<file path="config.mk">
export PLATFORM = sky130hd
export DESIGN_NAME = recon_arith_pipe
export DESIGN_NICKNAME = d
export VERILOG_FILES = /design/src/rtl/recon_pipe_pkg.sv /design/src/rtl/rap_cfg_ctrl.sv /design/src/rtl/rap_align.sv /design/src/rtl/rap_stage.sv /design/src/rtl/recon_arith_pipe.sv
export SDC_FILE = /design/constraint.sdc
export NUM_CORES = 1
export LEC_CHECK = 0
export CAP_MARGIN = 20
export CORE_ASPECT_RATIO = 1.2
export CORE_MARGIN = 8
export CORE_UTILIZATION = 50
export CTS_CLUSTER_SIZE = 14
export DETAILED_ROUTE_END_ITERATION = 10
export GPL_ROUTABILITY_DRIVEN = 0
export HOLD_SLACK_MARGIN = 0.05
export MAX_ROUTING_LAYER = met4
export PLACE_DENSITY = 0.76
export SYNTH_ARGS = -nofsm -noshare
export SYNTH_HDL_FRONTEND = slang
export SYNTH_HIERARCHICAL = 1
export SYNTH_SLANG_ARGS = --single-unit
</file>
<file path="constraint.sdc">
create_clock -name clk -period 12.89 [get_ports clk]
set_clock_uncertainty 0.15 [all_clocks]
set_input_delay 1.9335 -clock clk [delete_from_list [all_inputs] [get_ports clk]]
set_output_delay 1.9335 -clock clk [all_outputs]
set_load 0.02 [all_outputs]
</file>
<file path="src/rtl/recon_pipe_pkg.sv">
package recon_pipe_pkg;

    localparam int NSTG  = 3;
    localparam int NOPS  = 2 * NSTG;
    localparam int SEL_W = 2;
    localparam int CFG_W = SEL_W * NOPS + SEL_W;
    localparam int LVL_W = 2;

    typedef enum logic [SEL_W-1:0] {
        SRC_EXT = 2'd0,
        SRC_MUL = 2'd1,
        SRC_ADD = 2'd2,
        SRC_OR  = 2'd3
    } src_e;

    typedef enum logic [1:0] {
        OP_MUL = 2'd0,
        OP_ADD = 2'd1,
        OP_OR  = 2'd2
    } stage_op_e;

    typedef struct packed {
        src_e b;
        src_e a;
    } opsel_t;

    typedef struct packed {
        src_e                  fin;
        opsel_t [NSTG-1:0]     st;
    } cfg_t;

    typedef logic [LVL_W-1:0]  lvl_t;
    typedef lvl_t [NSTG-1:0]   lvl_vec_t;

    localparam logic [CFG_W-1:0] CFG_DEFAULT = 14'b10_00_00_00_01_00_00;

    function automatic int src_depth(input src_e s, input lvl_vec_t cur);
        int d;
        if (s == SRC_EXT) begin
            d = 0;
        end else begin
            d = int'(cur[int'(s) - 1]) + 1;
        end
        return d;
    endfunction

    function automatic lvl_vec_t calc_levels(input cfg_t c);
        lvl_vec_t cur;
        lvl_vec_t nxt;
        int       m;
        int       da;
        int       db;
        cur = '0;
        nxt = '0;
        for (int p = 0; p < NSTG; p++) begin
            for (int s = 0; s < NSTG; s++) begin
                da = src_depth(c.st[s].a, cur);
                db = src_depth(c.st[s].b, cur);
                m  = (da > db) ? da : db;
                if (m > NSTG - 1) begin
                    m = NSTG - 1;
                end
                nxt[s] = lvl_t'(m);
            end
            cur = nxt;
        end
        return cur;
    endfunction

endpackage

</file>
<file path="src/rtl/rap_cfg_ctrl.sv">
module rap_cfg_ctrl
    import recon_pipe_pkg::*;
(
    input  logic             clk,
    input  logic             rst,
    input  logic             cfg_load,
    input  logic [CFG_W-1:0] cfg_word,
    input  logic             busy,
    output cfg_t             cfg_q,
    output logic             cfg_err,
    output lvl_vec_t         lvl,
    output lvl_t             fin_lvl
);

    cfg_t cfg_in;
    logic accept;
    logic refuse;

    assign cfg_in = cfg_t'(cfg_word);
    assign accept = cfg_load && !busy && (cfg_in.fin != SRC_EXT);
    assign refuse = cfg_load && !accept;

    always_ff @(posedge clk) begin
        if (rst) begin
            cfg_q   <= cfg_t'(CFG_DEFAULT);
            cfg_err <= 1'b0;
        end else begin
            if (accept) begin
                cfg_q <= cfg_in;
            end
            if (refuse) begin
                cfg_err <= 1'b1;
            end
        end
    end

    always_comb begin
        lvl = calc_levels(cfg_q);
        if (cfg_q.fin == SRC_EXT) begin
            fin_lvl = '0;
        end else begin
            fin_lvl = lvl[int'(cfg_q.fin) - 1];
        end
    end

endmodule

</file>
<file path="src/rtl/rap_align.sv">
module rap_align
    import recon_pipe_pkg::*;
#(
    parameter int DATA_W = 16
) (
    input  logic                          clk,
    input  logic                          rst,
    input  logic                          in_valid,
    input  logic [NOPS-1:0][DATA_W-1:0]   ext_in,
    input  lvl_vec_t                      lvl,
    output logic [NOPS-1:0][DATA_W-1:0]   ext_out,
    output logic [NSTG-1:0]               vpipe
);

    localparam int NDLY = NSTG - 1;

    logic [NDLY-1:0][NOPS-1:0][DATA_W-1:0] dreg;

    always_ff @(posedge clk) begin
        if (rst) begin
            dreg  <= '0;
            vpipe <= '0;
        end else begin
            dreg[0] <= ext_in;
            for (int k = 1; k < NDLY; k++) begin
                dreg[k] <= dreg[k-1];
            end
            vpipe <= {vpipe[NSTG-2:0], in_valid};
        end
    end

    for (genvar i = 0; i < NOPS; i++) begin : g_tap
        localparam int ST = i / 2;
        always_comb begin
            if (lvl[ST] == '0) begin
                ext_out[i] = ext_in[i];
            end else begin
                ext_out[i] = dreg[int'(lvl[ST]) - 1][i];
            end
        end
    end

endmodule

</file>
<file path="src/rtl/rap_stage.sv">
module rap_stage
    import recon_pipe_pkg::*;
#(
    parameter int        DATA_W = 16,
    parameter stage_op_e OP     = OP_MUL
) (
    input  logic                          clk,
    input  logic                          rst,
    input  opsel_t                        sel,
    input  logic [DATA_W-1:0]             ext_a,
    input  logic [DATA_W-1:0]             ext_b,
    input  logic [NSTG-1:0][DATA_W-1:0]   fb,
    output logic [DATA_W-1:0]             q
);

    logic [DATA_W-1:0] opa;
    logic [DATA_W-1:0] opb;
    logic [DATA_W-1:0] res;

    always_comb begin
        case (sel.a)
            SRC_EXT: opa = ext_a;
            SRC_MUL: opa = fb[0];
            SRC_ADD: opa = fb[1];
            default: opa = fb[2];
        endcase
        case (sel.b)
            SRC_EXT: opb = ext_b;
            SRC_MUL: opb = fb[0];
            SRC_ADD: opb = fb[1];
            default: opb = fb[2];
        endcase
    end

    if (OP == OP_MUL) begin : g_mul
        assign res = opa * opb;
    end else if (OP == OP_ADD) begin : g_add
        assign res = opa + opb;
    end else begin : g_or
        assign res = opa | opb;
    end

    always_ff @(posedge clk) begin
        if (rst) begin
            q <= '0;
        end else begin
            q <= res;
        end
    end

endmodule

</file>
<file path="src/rtl/recon_arith_pipe.sv">
module recon_arith_pipe
    import recon_pipe_pkg::*;
#(
    parameter int DATA_W = 16
) (
    input  logic              clk,
    input  logic              rst,
    input  logic              cfg_load,
    input  logic [CFG_W-1:0]  cfg_word,
    output logic              cfg_err,
    input  logic              in_valid,
    input  logic [DATA_W-1:0] op_mul_a,
    input  logic [DATA_W-1:0] op_mul_b,
    input  logic [DATA_W-1:0] op_add_a,
    input  logic [DATA_W-1:0] op_add_b,
    input  logic [DATA_W-1:0] op_or_a,
    input  logic [DATA_W-1:0] op_or_b,
    output logic              out_valid,
    output logic [DATA_W-1:0] out_data
);

    cfg_t                         cfg_q;
    lvl_vec_t                     lvl;
    lvl_t                         fin_lvl;
    lvl_t                         lat;
    logic [NSTG-1:0]              vpipe;
    logic                         busy;
    logic [NOPS-1:0][DATA_W-1:0]  ext_in;
    logic [NOPS-1:0][DATA_W-1:0]  ext_al;
    logic [NSTG-1:0][DATA_W-1:0]  stq;

    assign ext_in = {op_or_b, op_or_a, op_add_b, op_add_a, op_mul_b, op_mul_a};
    assign busy   = in_valid || (|vpipe);
    assign lat    = fin_lvl + lvl_t'(1);

    rap_cfg_ctrl u_cfg (
        .clk      (clk),
        .rst      (rst),
        .cfg_load (cfg_load),
        .cfg_word (cfg_word),
        .busy     (busy),
        .cfg_q    (cfg_q),
        .cfg_err  (cfg_err),
        .lvl      (lvl),
        .fin_lvl  (fin_lvl)
    );

    rap_align #(.DATA_W(DATA_W)) u_align (
        .clk      (clk),
        .rst      (rst),
        .in_valid (in_valid),
        .ext_in   (ext_in),
        .lvl      (lvl),
        .ext_out  (ext_al),
        .vpipe    (vpipe)
    );

    for (genvar s = 0; s < NSTG; s++) begin : g_stage
        localparam stage_op_e OPK = stage_op_e'(s);
        rap_stage #(.DATA_W(DATA_W), .OP(OPK)) u_stage (
            .clk   (clk),
            .rst   (rst),
            .sel   (cfg_q.st[s]),
            .ext_a (ext_al[2*s]),
            .ext_b (ext_al[2*s+1]),
            .fb    (stq),
            .q     (stq[s])
        );
    end

    always_comb begin
        out_valid = vpipe[fin_lvl];
        case (cfg_q.fin)
            SRC_ADD: out_data = stq[1];
            SRC_OR:  out_data = stq[2];
            default: out_data = stq[0];
        endcase
    end

endmodule

</file>
=== Yosys cells after proc, flatten, opt, wreduce, memory -nomap -nowiden ===
Cells that the tools add are included.

* Div/mod/pow operators: 0
* Add/sub/neg operators: 29
* Multiply operators: 1
* $lt $le $gt $ge: 29
* Bitwise operators: 1
* Multiplexer cells: 118
* Equality and inequality tests: 14
* Shift operators: 0
* Reductions and logical operators: 18

{| class="wikitable"
|+ Operators by type and width
! kind !! count
|-
| 32-bit two-way mux || 30
|-
| 32-bit by 3-bit > comparator with 1-bit output, second input constant || 9
|-
| 32-bit > comparator || 9
|-
| 96-bit two-way mux || 3
|-
| 16-bit case mux with 3 select lines || 6
|-
| 32-bit by 4-bit < comparator with 1-bit output, second input constant || 7
|-
| 64-bit two-way mux || 3
|-
| 32-bit by 3-bit < comparator with 1-bit output, second input constant || 3
|-
| 16-bit two-way mux || 6
|-
| 2-bit two-way mux || 48
|-
| 2-bit binary-select mux with 2-bit select || 19
|-
| 2-bit by 1-bit adder with 3-bit output, second input constant || 18
|-
| 16-bit case mux with 2 select lines || 1
|-
| 2-bit by 1-bit subtractor with 3-bit output, second input constant || 10
|-
| 2-bit zero test || 10
|-
| 16-bit adder || 1
|-
| 2-bit == test, second input constant || 8
|-
| 16-bit by 16-bit multiplier with 16-bit output || 1
|-
| 16-bit bitwise OR || 1
|-
| 2-bit by 1-bit == test with 1-bit output, second input constant || 6
|-
| 1-bit logical AND || 3
|-
| 2-bit by 3-bit < comparator with 1-bit output, second input constant || 1
|-
| 3-bit OR reduction || 1
|-
| 1-bit binary-select mux with 2-bit select || 1
|-
| other kinds (4) || 5
|}

* Memories kept: 0
* Word-level logic and storage cells: 234
* Output and inout port bits: 18
* Bits of input ports: 114
* Bits in registers: 258
* ROM bits: 0
* Bits in latches: 0
* RAM bits: 0

=== Logic depth before layout (Yosys ltp) ===
* Depth in word-level cells: 35
* Mapped depth: 50
* Mapped depth without buffers: 46

=== By module ===
The synthesis kept the hierarchy.

{| class="wikitable"
|+ Modules (own cells, without submodules)
! module !! sequential area each (sq um) !! cells each !! times used !! area an instance (sq um)
|-
| rap_align || 3903.7 || 732 || 1 || 7297.0
|-
| rap_stage at g_stage[0].u_stage || 320.3 || 538 || 1 || 5139.9
|-
| rap_cfg_ctrl || 300.3 || 274 || 1 || 2078.2
|-
| rap_stage at g_stage[1].u_stage || 320.3 || 178 || 1 || 1914.3
|-
| rap_stage at g_stage[2].u_stage || 320.3 || 132 || 1 || 1258.7
|-
| recon_arith_pipe || 0.0 || 57 || 1 || 372.9
|}

=== Worst setup path before layout ===
No wires, ideal clock.

* Path kind: register -> register
* Start: register, netlist name u_cfg/cfg_q[0]
* End: register g_stage[0].u_stage.q[14]
* Setup slack: 2224 ps
* Setup time: 121 ps
* Buffers on the path: 4
* Period minus slack after synthesis: 10666 ps
* Arrival time: 10395 ps
* Cell stages (with the launch flop): 47
* Required time: 12619 ps
* Path through: dfxtp_1 inv_1 ha_1 buf_4 nand3b_1 a22oi_1 or2_2 ha_1 or3_1 a221oi_2 mux2i_2 nor3b_1 o22a_2 ha_1 nor2b_1 ha_1 nor2b_1 o21ai_0 [... 11 more ...] fa_1 inv_1 fa_1 inv_1 fa_1 inv_1 fa_1 inv_1 fa_1 inv_1 fa_1 inv_1 ha_1 nor2b_1 nor3_1 o21ai_0 a21oi_1 mux2_2

{| class="wikitable"
|+ RTL lines
! element !! line !! RTL
|-
| end signal, assigned || rap_stage.sv:47 || <nowiki>q <= res;</nowiki>
|-
| end, declared || rap_stage.sv:13 || <nowiki>output logic [DATA_W-1:0] q</nowiki>
|}

==> impl_metrics.env <==
export IMPL_path_delay_family="adder cells"
export IMPL_crit_arrival_ps=12240
export IMPL_min_to="u_align/dreg[102]$_SDFF_PP0_"
export IMPL_final_util=0.571
export IMPL_finalCriticalPeriod_ps=11920
export IMPL_dr_pass1_iters=8
export IMPL_hp_class="reg2reg"
export IMPL_die_area_um2=42500
export IMPL_rows=76
export IMPL_cp_max_fo=54
export IMPL_postCtsResizedCells=0
export IMPL_hold_buffers=0
export IMPL_htreeDepth=1
export IMPL_synth_distinct_cells=84
export IMPL_setup_viol=0
export IMPL_power_per_cell_area_nw_per_um2=244
export IMPL_rsz0062_at_grt="no"
export IMPL_clkSinkCount=258
export IMPL_fin_tns_setup_ps=0
export IMPL_final_antenna_net_count=0
export IMPL_ys_seq_elements=258
export IMPL_cts_setup_buffers=0
export IMPL_hold_path_startpoint="u_align/dreg[6]$_SDFF_PP0_"
export IMPL_grt_overflow_total=0
export IMPL_wl_um=51800
export IMPL_initial_utilization=0.505
export IMPL_synth_nets=2200
export IMPL_grtUsageTotal=0.246
export IMPL_worst_setup_path_type="reg2reg"
export IMPL_hpwl_um=36900
export IMPL_grt_pass1_wl_um=80900
export IMPL_worstSkewPairLatency_ps=580
export IMPL_syn_cell_area_um2=18100
export IMPL_reg2reg_depth=44
export IMPL_tritoncts="built"
export IMPL_cts_path_max_buffers=3
export IMPL_drive_gt1_frac=0.102
export IMPL_cts_root_buf="clkbuf_16"
export IMPL_total_power_w=0.00498
export IMPL_synth_most_common_cell="dfxtp_1"
export IMPL_critPathSlowestCell="mux4_2"
export IMPL_vias_per_cell=5.85
export IMPL_hold_path_depth=1
export IMPL_worstMarginPinSlew_ps=1100
export IMPL_drv_cap=0
export IMPL_max_clock_freq_ghz=0.0839
export IMPL_drt_iter0_markers=1466
export IMPL_first_global_vias=14600
export IMPL_drv_slew=0
export IMPL_wl_per_cell_um=20.9
export IMPL_rrSetupSlack_ps=970
export IMPL_syn_area_per_cell_um2=9.45
export IMPL_max_stage_delay_ps=610
export IMPL_start_kind="register"
export IMPL_fin_crit_sh=0.925
export IMPL_drt_drc_violations_left=0
export IMPL_areaGrowthSynthToFinish_pct=13.1
export IMPL_io_pins=132
export IMPL_cp_data_required_time_ps=13210
export IMPL_synthArstFlopShare=0
export IMPL_end_kind="register"
export IMPL_ys_top_cells_by_area="dfxtp_1 (29%), fa_1 (9.0%), nor2b_1 (7.6%), mux4_2 (7.2%), ha_1 (6.5%)"
export IMPL_cts_buffers=27
export IMPL_syn_inst=1911
export IMPL_yosys_top_cells_count="dfxtp_1 (258), nand2_1 (233), nor2b_1 (220), inv_1 (149), mux2i_1 (115)"
export IMPL_synth_flop_cell="dfxtp_1"
export IMPL_coreArea_um2=35800
export IMPL_clk_pin_slew_ps=80
export IMPL_die_x_um=190
export IMPL_hold_violations=0
export IMPL_synth_warning_count=6
export IMPL_grt_max_degree=102
export IMPL_ir_drop_mv=0.375
export IMPL_yosys_area_top_type="dfxtp_1"
export IMPL_status="finished clean"
export IMPL_vias=14400
export IMPL_ys_seq_area_frac=0.286
export IMPL_port_buffers=131
export IMPL_antenna_found_initial=1
export IMPL_r2r_start="u_cfg/cfg_q[2]$_SDFFE_PP0P_"
export IMPL_synth_edff_count=0
export IMPL_path_buf_inv=10
export IMPL_fin_nets=2271
export IMPL_rr_endpoint="g_stage[0].u_stage/q[14]$_SDFF_PP0_"
export IMPL_max_slew_margin_rel=0.266
export IMPL_leakage_nw=7.92
export IMPL_synth_top_area_frac=0.286
export IMPL_path_common_cell="inv_1"
export IMPL_die_height_um=224
flip-flops by register name, indices dropped and copies added, names as in the netlist:
name	flops
u_align/vpipe	3
u_cfg/cfg_err	1
u_align/dreg	192
u_cfg/cfg_q	14
g_stage.u_stage/q	48
how the worst max path moves through the flow:
stage	from	endpoint	depth (start not counted)
global route	u_cfg/cfg_q[2]$_SDFFE_PP0P_	g_stage[0].u_stage/q[15]$_SDFF_PP0_	45
global placement	u_cfg/cfg_q[2]$_SDFFE_PP0P_	g_stage[0].u_stage/q[14]$_SDFF_PP0_	44
finish	u_cfg/cfg_q[2]$_SDFFE_PP0P_	g_stage[0].u_stage/q[14]$_SDFF_PP0_	44
CTS	u_cfg/cfg_q[2]$_SDFFE_PP0P_	g_stage[0].u_stage/q[14]$_SDFF_PP0_	44
floorplan	u_cfg/cfg_q[0]$_SDFFE_PP0P_	g_stage[0].u_stage/q[14]$_SDFF_PP0_	46
detailed placement	u_cfg/cfg_q[2]$_SDFFE_PP0P_	g_stage[0].u_stage/q[14]$_SDFF_PP0_	44
report_power, final:
group	internal [W]	switching (W)	leakage, nW
sequential	0.000890	0.000169	2.14
clock	0.000546	0.000345	0.489
combinational	0.00140	0.00162	5.30
total	0.00284	0.00214	7.92
layer usage:
metal | GRT usage | wire [um] | vias to the layer above | share of wire
met4 | 0.139 | 3190 | 0 | 0.062
li1 | - | - | 6613 | -
met1 | 0.291 | 19900 | 6993 | 0.38
met3 | 0.0376 | 3790 | 175 | 0.073
met2 | 0.398 | 24900 | 668 | 0.48
met5 | - | 0 | - | 0
area by class of cell:
| cell class | instances | area (um2) |
|---|---|---|
| sequential | 258 | 5160 |
| inverter | 149 | 559 |
| multi-input combinational | 1392 | 11600 |
| clock buffer | 35 | 736 |
| clock inverter | 15 | 274 |
| timing repair buffer | 154 | 1500 |
| fill | 3150 | 15300 |
| antenna | 1 | 2.50 |
| tap | 468 | 586 |
cell usage in the layout, fill, tap and decap left out, types with 7 or more instances in the layout:
cell type / netlist / layout
dfxtp_1: 258 / 258
nand2_1: 233 / 232
nor2b_1: 220 / 220
inv_1: 149 / 148
clkdlybuf4s50_1: 0 / 130
mux2i_1: 115 / 115
o21ai_1: 98 / 98
ha_1: 94 / 94
fa_1: 81 / 81
and2_1: 61 / 61
mux4_2: 58 / 58
a21oi_1: 56 / 56
nor2_1: 52 / 52
o21ai_0: 34 / 34
xnor2_1: 33 / 33
a22oi_1: 31 / 31
mux2_2: 30 / 30
clkbuf_16: 0 / 27
buf_4: 18 / 22
nor3_1: 19 / 19
a31oi_1: 17 / 17
nand3_1: 13 / 13
nor4_1: 9 / 9
mux2_4: 9 / 9
o22ai_1: 8 / 8
xor2_1: 8 / 8
bufinv_16: 0 / 7
a21o_1: 7 / 7
logic make-up (layout without fill, tap and decap cells):
kind of cell,count (synthesis),count (layout),synth area share
muxes,221,221,0.173
buffers and inverters,261,353,0.0721
DFF,258,258,0.286
adders and majority gates,175,175,0.155
other,0,1,0
and+or+nand+nor,651,651,0.187
xor gates and xnor gates,43,43,0.0220
AOI/OAI and AO/OA,302,302,0.105
per-stage QoR:
stage	area, um2	setup slack, ps	std cells	hold slack, ps
global placement	19400	1510	2420	294
global route	20400	407	2472	318
floorplan	18100	2220	1911	288
CTS	20400	1130	2470	310
finish	20400	967	2472	299
detailed placement	19400	1160	2420	301
(Power assumes the default switching activity.)
